`config.mk`:
```
export PLATFORM = sky130hd
export DESIGN_NAME = code_guard
export DESIGN_NICKNAME = d
export VERILOG_FILES = /design/src/rtl/code_guard_pkg.sv /design/src/rtl/guard_decode.sv /design/src/rtl/strap_latch.sv /design/src/rtl/code_guard.sv
export SDC_FILE = /design/constraint.sdc
export NUM_CORES = 1
export LEC_CHECK = 0
export ABC_AREA = 1
export CAP_MARGIN = 20
export CORE_AREA = 10 10 47 49
export CTS_BUF_LIST = sky130_fd_sc_hd__clkbuf_2
export DETAILED_ROUTE_END_ITERATION = 8
export DIE_AREA = 0 0 57 59
export PLACE_DENSITY_LB_ADDON = 0.05
export SLEW_MARGIN = 20
export SYNTH_ARGS = -nofsm -noshare
export SYNTH_HDL_FRONTEND = slang
export SYNTH_SLANG_ARGS = --single-unit
export TNS_END_PERCENT = 30
```
`constraint.sdc`:
```
create_clock -name clk -period 0.9 [get_ports clk]
set_clock_uncertainty 0.1 [all_clocks]
set_input_delay 0.27 -clock clk [delete_from_list [all_inputs] [get_ports clk]]
set_output_delay 0.27 -clock clk [all_outputs]
set_load 0.005 [all_outputs]
```
`src/rtl/code_guard_pkg.sv`:
```
package code_guard_pkg;
  // Level at which each kind of access starts to be refused.
  localparam int TIER_TBL_EXT = 1;
  localparam int TIER_PROG    = 1;
  localparam int TIER_VERIFY  = 2;
  localparam int TIER_XEXEC   = 3;

  typedef struct packed {
    logic tbl_ext_ok;
    logic prog_ok;
    logic verify_ok;
    logic xexec_ok;
  } guard_perm_t;
endpackage

```
`src/rtl/guard_decode.sv`:
```
module guard_decode
  import code_guard_pkg::*;
#(
  parameter int NUM_LOCK = 3
) (
  input  logic [NUM_LOCK-1:0] lock_bits,
  output guard_perm_t         perm
);
  localparam int CNT_W = $clog2(NUM_LOCK + 1);

  // is_therm[k]: exactly the low k lock bits are programmed.
  logic [NUM_LOCK:0] is_therm;
  logic [CNT_W-1:0]  lvl;

  genvar k;
  generate
    for (k = 0; k <= NUM_LOCK; k++) begin : g_therm
      assign is_therm[k] = (lock_bits == NUM_LOCK'((1 << k) - 1));
    end
  endgenerate

  // Illegal patterns fall through to the strictest level.
  always_comb begin
    lvl = CNT_W'(NUM_LOCK);
    for (int i = 0; i <= NUM_LOCK; i++) begin
      if (is_therm[i]) lvl = CNT_W'(i);
    end
  end

  always_comb begin
    perm.tbl_ext_ok = (lvl < CNT_W'(TIER_TBL_EXT));
    perm.prog_ok    = (lvl < CNT_W'(TIER_PROG));
    perm.verify_ok  = (lvl < CNT_W'(TIER_VERIFY));
    perm.xexec_ok   = (lvl < CNT_W'(TIER_XEXEC));
  end
endmodule

```
`src/rtl/strap_latch.sv`:
```
module strap_latch (
  input  logic clk,
  input  logic rst,
  input  logic pin,
  output logic held
);
  // Capture only while reset is high; unknown until the first reset.
  always_ff @(posedge clk) begin
    if (rst) held <= pin;
  end
endmodule

```
`src/rtl/code_guard.sv`:
```
module code_guard
  import code_guard_pkg::*;
#(
  parameter int NUM_LOCK = 3,
  parameter int DATA_W   = 8
) (
  input  logic                clk,
  input  logic                rst,
  input  logic [NUM_LOCK-1:0] lock_bits,
  input  logic                ext_pin,
  input  logic                tbl_req,
  input  logic                tbl_ext_src,
  input  logic [DATA_W-1:0]   tbl_int_byte,
  input  logic                prog_req,
  input  logic                verify_req,
  input  logic                xexec_req,
  output logic                tbl_grant,
  output logic [DATA_W-1:0]   tbl_data,
  output logic                prog_grant,
  output logic                verify_grant,
  output logic                xexec_grant,
  output logic                ea_eff
);
  guard_perm_t perm;
  logic        strap_held;
  logic        tbl_ok;

  guard_decode #(.NUM_LOCK(NUM_LOCK)) u_dec (
    .lock_bits (lock_bits),
    .perm      (perm)
  );

  strap_latch u_strap (
    .clk  (clk),
    .rst  (rst),
    .pin  (ext_pin),
    .held (strap_held)
  );

  assign tbl_ok = tbl_req && (!tbl_ext_src || perm.tbl_ext_ok);

  always_ff @(posedge clk) begin
    if (rst) begin
      tbl_grant    <= 1'b0;
      tbl_data     <= '0;
      prog_grant   <= 1'b0;
      verify_grant <= 1'b0;
      xexec_grant  <= 1'b0;
    end else begin
      tbl_grant    <= tbl_ok;
      tbl_data     <= tbl_ok ? tbl_int_byte : '0;
      prog_grant   <= prog_req && perm.prog_ok;
      verify_grant <= verify_req && perm.verify_ok;
      xexec_grant  <= xexec_req && perm.xexec_ok;
    end
  end

  // Live strap while the first lock bit is blank (or in reset), frozen copy otherwise.
  always_ff @(posedge clk) begin
    if (rst || !lock_bits[0]) ea_eff <= ext_pin;
    else                      ea_eff <= strap_held;
  end
endmodule

```
Word level (Yosys, flattened, before mapping)
Index checks and enable logic that the tools add are counted.
{ "op_classes": {"n_lt_le_gt_ge": 3, "eq_ne": 3, "muxes": 5, "bitwise": 1, "reduce_logical": 10} }
{ "ops": {"columns": ["operator", "count"], "rows": [
  ["two-way mux 2 bit", 4],
  ["logical AND 1 bit", 4],
  ["less-than comparator 2 bit, second input constant", 2],
  ["equality test 3 x 1 -> 1 bit, second input constant", 1],
  ["equality test 3 x 2 -> 1 bit, second input constant", 1],
  ["equality test 3 bit, second input constant", 1],
  ["logical NOT 3 bit", 1],
  ["logical NOT 1 bit", 2],
  ["logical OR 1 bit", 2],
  ["less-than comparator 2 x 1 -> 1 bit, second input constant", 1],
  ["OR reduction 2 bit", 1],
  ["two-way mux 1 bit", 1],
  ["inverter 1 bit", 1]
]} }
{ "totals": {"register_bits": 14, "in_bits": 19, "output_inout_bits": 13, "word_cells": 29} }

Logic depth before layout (Yosys ltp)
Gate-level depths: netlist of the first run.
{ "depth": {"ltp_word": 10, "ltp_mapped": 5, "depth_no_buf": 5} }

Cells and area by module
From an unflattened synthesis of the first run, not the netlist that was laid out.
{ "unflattened": {"cells_unflattened": 55, "area_unflattened_um2": 459.2} }
{ "modules_own_cells": {"columns": ["mod", "instances", "cells_each", "area_per_inst_um2", "seq_area_each_um2"], "rows": [
  ["code_guard", 1, 46, 390.4, 260.2],
  ["guard_decode", 1, 8, 38.8, 0.0],
  ["strap_latch", 1, 1, 30.0, 30.0]
]} }

Least setup slack after synthesis of the first run
No wires, ideal clock.
{ "synth_timing": {"kind": "input to register", "from": "input lock_bits[1]", "to": "register tbl_data[0]", "setup_ns": 0.064, "arrival_time_ns": 0.633, "required_time_ns": 0.736, "slack_ns": 0.103, "stages": 5, "n_path_buf": 0, "path_cell_list": "nor2_1 nand2_1 nand2_2 nand2_4 nor2_1"} }
{ "synth_via": {"elab_chain_len": 10, "word_cells_on_any_way": 13, "classes_between": "order compare (1); eq/ne (3); mux (4); bitwise (1); reduce/logical (4)"} }
{ "synth_rtl": {"columns": ["item", "line_no", "rtl"], "rows": [
  ["start: declaration", "code_guard.sv:9", "input logic [NUM_LOCK-1:0] lock_bits,"],
  ["logical NOT 3 bit", "guard_decode.sv:18", "assign is_therm[k] = (lock_bits == NUM_LOCK'((1 << k) - 1));"],
  ["two-way mux 2 bit (3 in a row)", "guard_decode.sv:26", "if (is_therm[i]) lvl = CNT_W'(i);"],
  ["two-way mux 2 bit (*)", "guard_decode.sv:26", null],
  ["less-than comparator 2 x 1 -> 1 bit (*)", "guard_decode.sv:31", "perm.tbl_ext_ok = (lvl < CNT_W'(TIER_TBL_EXT));"],
  ["logical OR 1 bit (*)", "code_guard.sv:40", "assign tbl_ok = tbl_req && (!tbl_ext_src || perm.tbl_ext_ok);"],
  ["logical AND 1 bit (*)", "code_guard.sv:40", null],
  ["inverter 1 bit (no line) (*)", null, null],
  ["OR reduction 2 bit (no line) (*)", null, null],
  ["end signal: assignment", "code_guard.sv:51", "tbl_data <= tbl_ok ? tbl_int_byte : '0;"],
  ["end: declaration", "code_guard.sv:18", "output logic [DATA_W-1:0] tbl_data,"]
]} }
Mark *: on every way between the ends. The rest lies on a longest branch, timed or not.
A chain may end at the register's enable or synchronous reset.

Worst setup path in the final report of the first run
{ "layout_timing": {"from": "register tbl_grant", "to": "output tbl_grant"} }
{ "layout_rtl": {"columns": ["item", "line_no", "rtl"], "rows": [
  ["start: declaration", "code_guard.sv:17", "output logic tbl_grant,"],
  ["start signal: assignment", "code_guard.sv:50", "tbl_grant <= tbl_ok;"]
]} }
No word-level cell between the ends.

==> run_results.csv, run 1 <==
group,metric,value,unit
power_and_ir_drop,power_density,1460,nW/um^2
detailed_routing,vias,426,
timing,relSlewSlack,0.889,
worst_setup_path,worstPathArrival,0.71,ns
clock_tree,clock_sinks,14,
detailed_routing,viasPerCell,4.22,
floorplanning,die-height,59,microns
worst_hold_path,hold_start,"lock_bits[2]",
floorplanning,core,1400,sq um
worst_hold_path,hold_path.class,"input pin to flop",
worst_setup_path,cp_slowest_stage_delay,0.34,ns
clock_tree,clock_latency,0.26,ns
placement,gp_congestion,0.766,
worst_setup_path,start_kind,"flop",
global_route,grt_pass1_vias,423,
clock_tree,cts_buffer_depth,2,
worst_setup_path,crit_chain,"buf_6",
floorplanning,start_util,0.313,
placement,io_buffers,31,
worst_hold_path,min_to,"verify_grant",
logic_synthesis,synth_top_family_by_area,"simple AND/OR/NAND/NOR gates",
floorplanning,row_count,14,
global_route,grt_pass1_wl,1860,microns
logic_synthesis,synth_cells,49,
logic_synthesis,yosys.area_share.simple,0.203,
logic_synthesis,syn_area,438,sq um
logic_synthesis,synth_compound_area_frac,0.0229,
logic_synthesis,ys_seq_area_frac,0.663,
power_and_ir_drop,finalPower,1.10,mW
flow_run,drv_cap,0,
placement,dp_cells,97,
timing,fin_tns_setup,-2.58,ns
clock_tree,cts_max_level,1,
clock_tree,cts_root_buf,"clkbuf_2",
floorplanning,die_area,3360,sq um
detailed_routing,highest_layer,"met4",
worst_setup_path,crit_path_max_fanout,1,
worst_setup_path,crit_path_end_kind,"primary output",
detailed_routing,routed_wl,1150,microns
worst_setup_path,crit_path_start,"tbl_grant",
floorplanning,ios,32,
finish,stdcell_area,752,sq um
global_route,grtUsageTotal,0.0711,
finish,final_cell_mix,"clkdlybuf4s50_1, inv_1, nor2_1, buf_2, dfxtp_1",
finish,diodes,0,
timing,slew_violations,0,
timing,worstMarginPinSlew,0.164,ns
timing,holdWs,0.225,ns
finish,final_common_cell,"clkdlybuf4s50_1",
worst_setup_path,r2r_start,"u_strap.held",
worst_setup_path,ff2ff_path_depth,2,
detailed_routing,first_pass_iters,2,
outcome,violations,"negative setup slack",
detailed_routing,drt-met1-wl,470,microns
logic_synthesis,synthXorXnorAreaFrac,0,
finish,fillCellCount,157,
timing,setup_viol,22,
finish,syn_to_final_growth,71.7,%
placement,place_ws,-0.446,ns
finish,final_net_count,105,
detailed_routing,drc_errors,0,
power_and_ir_drop,max-vdd-ir-drop,0.686,mV
worst_setup_path,crit_required,0.53,ns
clock_tree,cts_tree,"yes",
placement,placed_area,776,sq um
outcome,status,"complete, but fails checks",
timing,fin_ws,-0.178,ns
logic_synthesis,syn_nets,68,
detailed_routing,first_iter_violations,5,
logic_synthesis,avgSynthCellArea,8.94,sq um
clock_tree,cts.clk_slew.worst_paths,0.13,ns
timing,rsz0062_at_grt,"yes",
worst_hold_path,hold_depth,2,
timing,final_hold_viol_count,0,
worst_setup_path,cp_slowest_cell,"dfxtp_2",
finish,final_cell_count_no_fill,101,
worst_setup_path,rrSetupSlack,0.17,ns
logic_synthesis,synth_mux_area_frac,0,
floorplanning,die_w,57,microns
finish,finish.utilization,0.537,
logic_synthesis,synth.distinct_cells,11,
global_route,antenna_found_initial,0,
clock_tree,hold_buffers,0,
timing,fmax,928,MHz
detailed_routing,final_antenna_net_count,0,
finish,drive_above_1_share,0.294,
detailed_routing,met2_length,535,microns
worst_setup_path,reg2reg_to,"ea_eff",
timing,min_period_over_period,1.20,
clock_tree,cts_buffers,3,
detailed_routing,avgRoutedWirePerCell,11.4,microns
power_and_ir_drop,p_leak,0.406,nW
clock_tree,postCtsSetupBuffers,0,
logic_synthesis,synth_seq_cells,14,
detailed_routing,wl_met3,121,microns
global_route,grt.overflow.total,0,
worst_setup_path,cpLargestDelayFamily,"flip-flops",
worst_setup_path,crit_buf_inv,1,
worst_setup_path,path_class,"flop to primary output",
logic_synthesis,synthAdderAreaFrac,0,
timing,period_minus_slack,1.08,ns
logic_synthesis,yosys_warnings,0,
global_route,grt_max_degree,10,
placement,post-dp-hpwl,972,microns
==> state kept, by name, summed over array words and instances, names as in the netlist <==
| signal | cells |
|---|---|
| ea_eff | 1 |
| prog_grant | 1 |
| tbl_data | 8 |
| tbl_grant | 1 |
| u_strap.held | 1 |
| verify_grant | 1 |
| xexec_grant | 1 |
==> cells by family after synthesis <==
logic type / Yosys count
flops: 14
simple gates: 20
compound gates: 2
buf+inv: 13
==> worst max-delay path by stage <==
stage	end	slack, ns	depth (start not counted)
6_report	tbl_grant	-0.18	1
5_1_grt	tbl_grant	-0.24	1
3_5_place_dp	tbl_data[7]	-0.45	6
2_1_floorplan	tbl_data[0]	0.10	5
3_3_place_gp	tbl_data[2]	-0.43	6
4_1_cts	tbl_grant	-0.20	1
==> synthesized netlist by cell type <==
cell / instances / share of area
a21oi_1: 1 / 0.011
dfxtp_1: 13 / 0.59
edfxtp_1: 1 / 0.069
inv_1: 13 / 0.11
nand2_1: 4 / 0.034
nand2_2: 1 / 0.014
nand2_4: 1 / 0.026
nand3_1: 2 / 0.023
nor2_1: 11 / 0.094
nor3_1: 1 / 0.011
o21ai_0: 1 / 0.011
==> area by class of cell <==
cell class | count | area [sq um] | share of cell area
clock buffers | 3 | 15.0 | 0.0200
clock inverters | 1 | 3.75 | 0.00499
inverters | 13 | 48.8 | 0.0649
multi-input cells | 22 | 104 | 0.138
flip-flops and latches | 14 | 294 | 0.391
well taps | 16 | 20.0 | 0.0266
repair buffers | 32 | 267 | 0.354
==> metal layers <==
layer / GRT usage / up-vias
met5: 0 / -
met4: 0.0503 / 0
met3: 0.0429 / 5
met2: 0.105 / 20
met1: 0.0731 / 189
li1: - / 212
==> where the power goes <==
group	leakage [nW]	switching [mW]	internal, mW	total, mW
registers	0.117	0.00684	0.652	0.659
logic	0.275	0.0569	0.100	0.157
clock network	0.0140	0.187	0.0965	0.284
==> timing repair <==
item,4_1_cts,5_1_grt
endpoints found under the setup margin,26,22
pin swaps,0,1
resized for setup,60,5
No activity file was read; power rests on OpenSTA's default activity.
==> inputs of run 2 (changes only) <==
--- a/config.mk
+++ b/config.mk
@@ -11,7 +11,8 @@
 export CTS_BUF_LIST = sky130_fd_sc_hd__clkbuf_2
 export DETAILED_ROUTE_END_ITERATION = 8
 export DIE_AREA = 0 0 57 59
-export PLACE_DENSITY_LB_ADDON = 0.05
+export HOLD_SLACK_MARGIN = 0.03
+export PLACE_DENSITY = 0.81
 export SLEW_MARGIN = 20
 export SYNTH_ARGS = -nofsm -noshare
 export SYNTH_HDL_FRONTEND = slang
==> run_results.csv, run 2 (synthesized netlist as in run 1, its figures left out) <==
group,metric,value,unit
worst_setup_path,crit_buf_inv,1,
outcome,violations,"negative setup slack",
timing,period_minus_slack,1.11,ns
floorplanning,start_util,0.313,
clock_tree,cts.clk_slew.worst_paths,0.13,ns
worst_setup_path,r2r_start,"u_strap.held",
clock_tree,postCtsSetupBuffers,0,
worst_setup_path,crit_chain,"buf_2",
floorplanning,ios,32,
placement,placed_area,776,sq um
worst_setup_path,crit_cells,1,
finish,final_common_cell,"clkdlybuf4s50_1",
timing,min_period_over_period,1.24,
worst_setup_path,cpLargestDelayFamily,"flip-flops",
timing,rsz0062_at_grt,"yes",
clock_tree,cts_buffers,3,
finish,syn_to_final_growth,81.7,%
finish,finish.utilization,0.568,
worst_setup_path,crit_path_start,"prog_grant",
detailed_routing,routed_wl,1390,microns
worst_setup_path,crit_path_max_fanout,1,
placement,gp_congestion,0.690,
finish,stdcell_area,796,sq um
clock_tree,clock_latency,0.29,ns
worst_setup_path,rrSetupSlack,0.16,ns
floorplanning,die-height,59,microns
finish,final_cell_count_no_fill,102,
global_route,grtUsageTotal,0.0692,
finish,largest-register,"tbl_data",
detailed_routing,final_antenna_net_count,0,
worst_setup_path,ff2ff_path_depth,2,
power_and_ir_drop,finalPower,1.16,mW
timing,setup_viol,13,
power_and_ir_drop,p_leak,0.450,nW
floorplanning,core,1400,sq um
placement,dp_cells,97,
floorplanning,row_count,14,
floorplanning,die_w,57,microns
timing,slew_violations,0,
worst_hold_path,hold_path.class,"input pin to flop",
clock_tree,cts_root_buf,"clkbuf_2",
flow_run,drv_cap,0,
timing,final_hold_viol_count,0,
timing,holdWs,0.0956,ns
floorplanning,die_area,3360,sq um
power_and_ir_drop,max-vdd-ir-drop,0.675,mV
power_and_ir_drop,power_density,1450,nW/um^2
timing,worstMarginPinSlew,0.190,ns
clock_tree,clock_sinks,14,
worst_setup_path,path_class,"flop to primary output",
timing,fin_ws,-0.214,ns
timing,fmax,898,MHz
clock_tree,cts_max_level,1,
worst_setup_path,crit_path_end_kind,"primary output",
finish,final_cell_mix,"clkdlybuf4s50_1, inv_1, buf_2, dfxtp_1, nor2_1",
placement,post-dp-hpwl,1020,microns
clock_tree,cts_buffer_depth,2,
worst_setup_path,worstPathArrival,0.74,ns
detailed_routing,first_pass_iters,4,
worst_setup_path,cp_slowest_stage_delay,0.34,ns
finish,final_net_count,106,
finish,fillCellCount,132,
finish,drive_above_1_share,0.360,
detailed_routing,viasPerCell,4.15,
worst_setup_path,start_kind,"flop",
placement,io_buffers,31,
worst_setup_path,reg2reg_to,"ea_eff",
finish,largest_reg_flops,8,
detailed_routing,avgRoutedWirePerCell,13.6,microns
detailed_routing,drc_errors,0,
finish,diodes,0,
detailed_routing,first_iter_violations,8,
worst_setup_path,worstSetupEndpoint,"prog_grant",
global_route,grt_pass1_wl,1770,microns
global_route,antenna_found_initial,0,
global_route,grt_max_degree,10,
global_route,grt_pass1_vias,396,
timing,relSlewSlack,0.873,
detailed_routing,vias,423,
global_route,grt.overflow.total,0,
outcome,status,"complete, but fails checks",
worst_setup_path,crit_required,0.53,ns
worst_setup_path,cp_slowest_cell,"dfxtp_1",
clock_tree,cts_tree,"yes",
run 2: changes by cell type in the layout (fill, tap and decap cells not counted):
cell	delta
clkbuf_2	+1
clkdlybuf4s15_1	+1
clkdlybuf4s50_1	-2
clkinv_1	-1
dlygate4sd2_1	-3
dlymetal6s2s_1	+4
inv_1	-1
inv_2	+1
nand2_2	-1
nand2_4	+2
nor2_1	-3
nor2_2	+2
nor2_4	+1
run 2: stage by stage:
step                      setup TNS, ns  setup slack [ns]
after global routing              -2.93            -0.242
final                             -2.53            -0.214
after floorplan                       0             0.103
after global placement            -8.88            -0.423
after CTS                         -3.59            -0.221
after detailed placement          -9.15            -0.436
run 2: how the worst min path moves through the flow:
stage | from | end | slack [ns] | cells past startpoint
detailed placement | u_strap.held | ea_eff | 0.38 | 2
global route | lock_bits[2] | verify_grant | 0.1 | 2
finish | lock_bits[2] | verify_grant | 0.1 | 2
floorplan | lock_bits[2] | verify_grant | 0.25 | 1
CTS | rst | u_strap.held | 0.27 | 1
global placement | u_strap.held | ea_eff | 0.37 | 2
run 2: per-layer routing:
layer / vias to the layer above / global-route usage / wire length (microns)
li1: 214 / - / -
met3: 3 / 0.0300 / 78
met4: 0 / 0.0604 / 31
met1: 190 / 0.0582 / 439
met2: 16 / 0.122 / 837
met5: - / 0 / 0
run 2: power breakdown:
group,total [mW],internal [mW],switching (mW)
clock,0.322,0.118,0.204
sequential,0.659,0.652,0.00664
combinational,0.177,0.105,0.0714
total,1.16,0.875,0.282
run 2: cell type report:
class	instances	area (sq um)	share of cell area
clock buffers	4	20.0	0.0252
multi-input cells	23	133	0.167
inverters	13	48.8	0.0613
flip-flops and latches	14	294	0.369
well taps	16	20.0	0.0252
repair buffers	32	280	0.352
run 2: repair_timing:
item                       4_1_cts  5_1_grt
gates resized for setup         54       21
cloned                           0        1
hold buffers                     0        0
pin swaps                        0        5
setup endpoints to repair       26       23
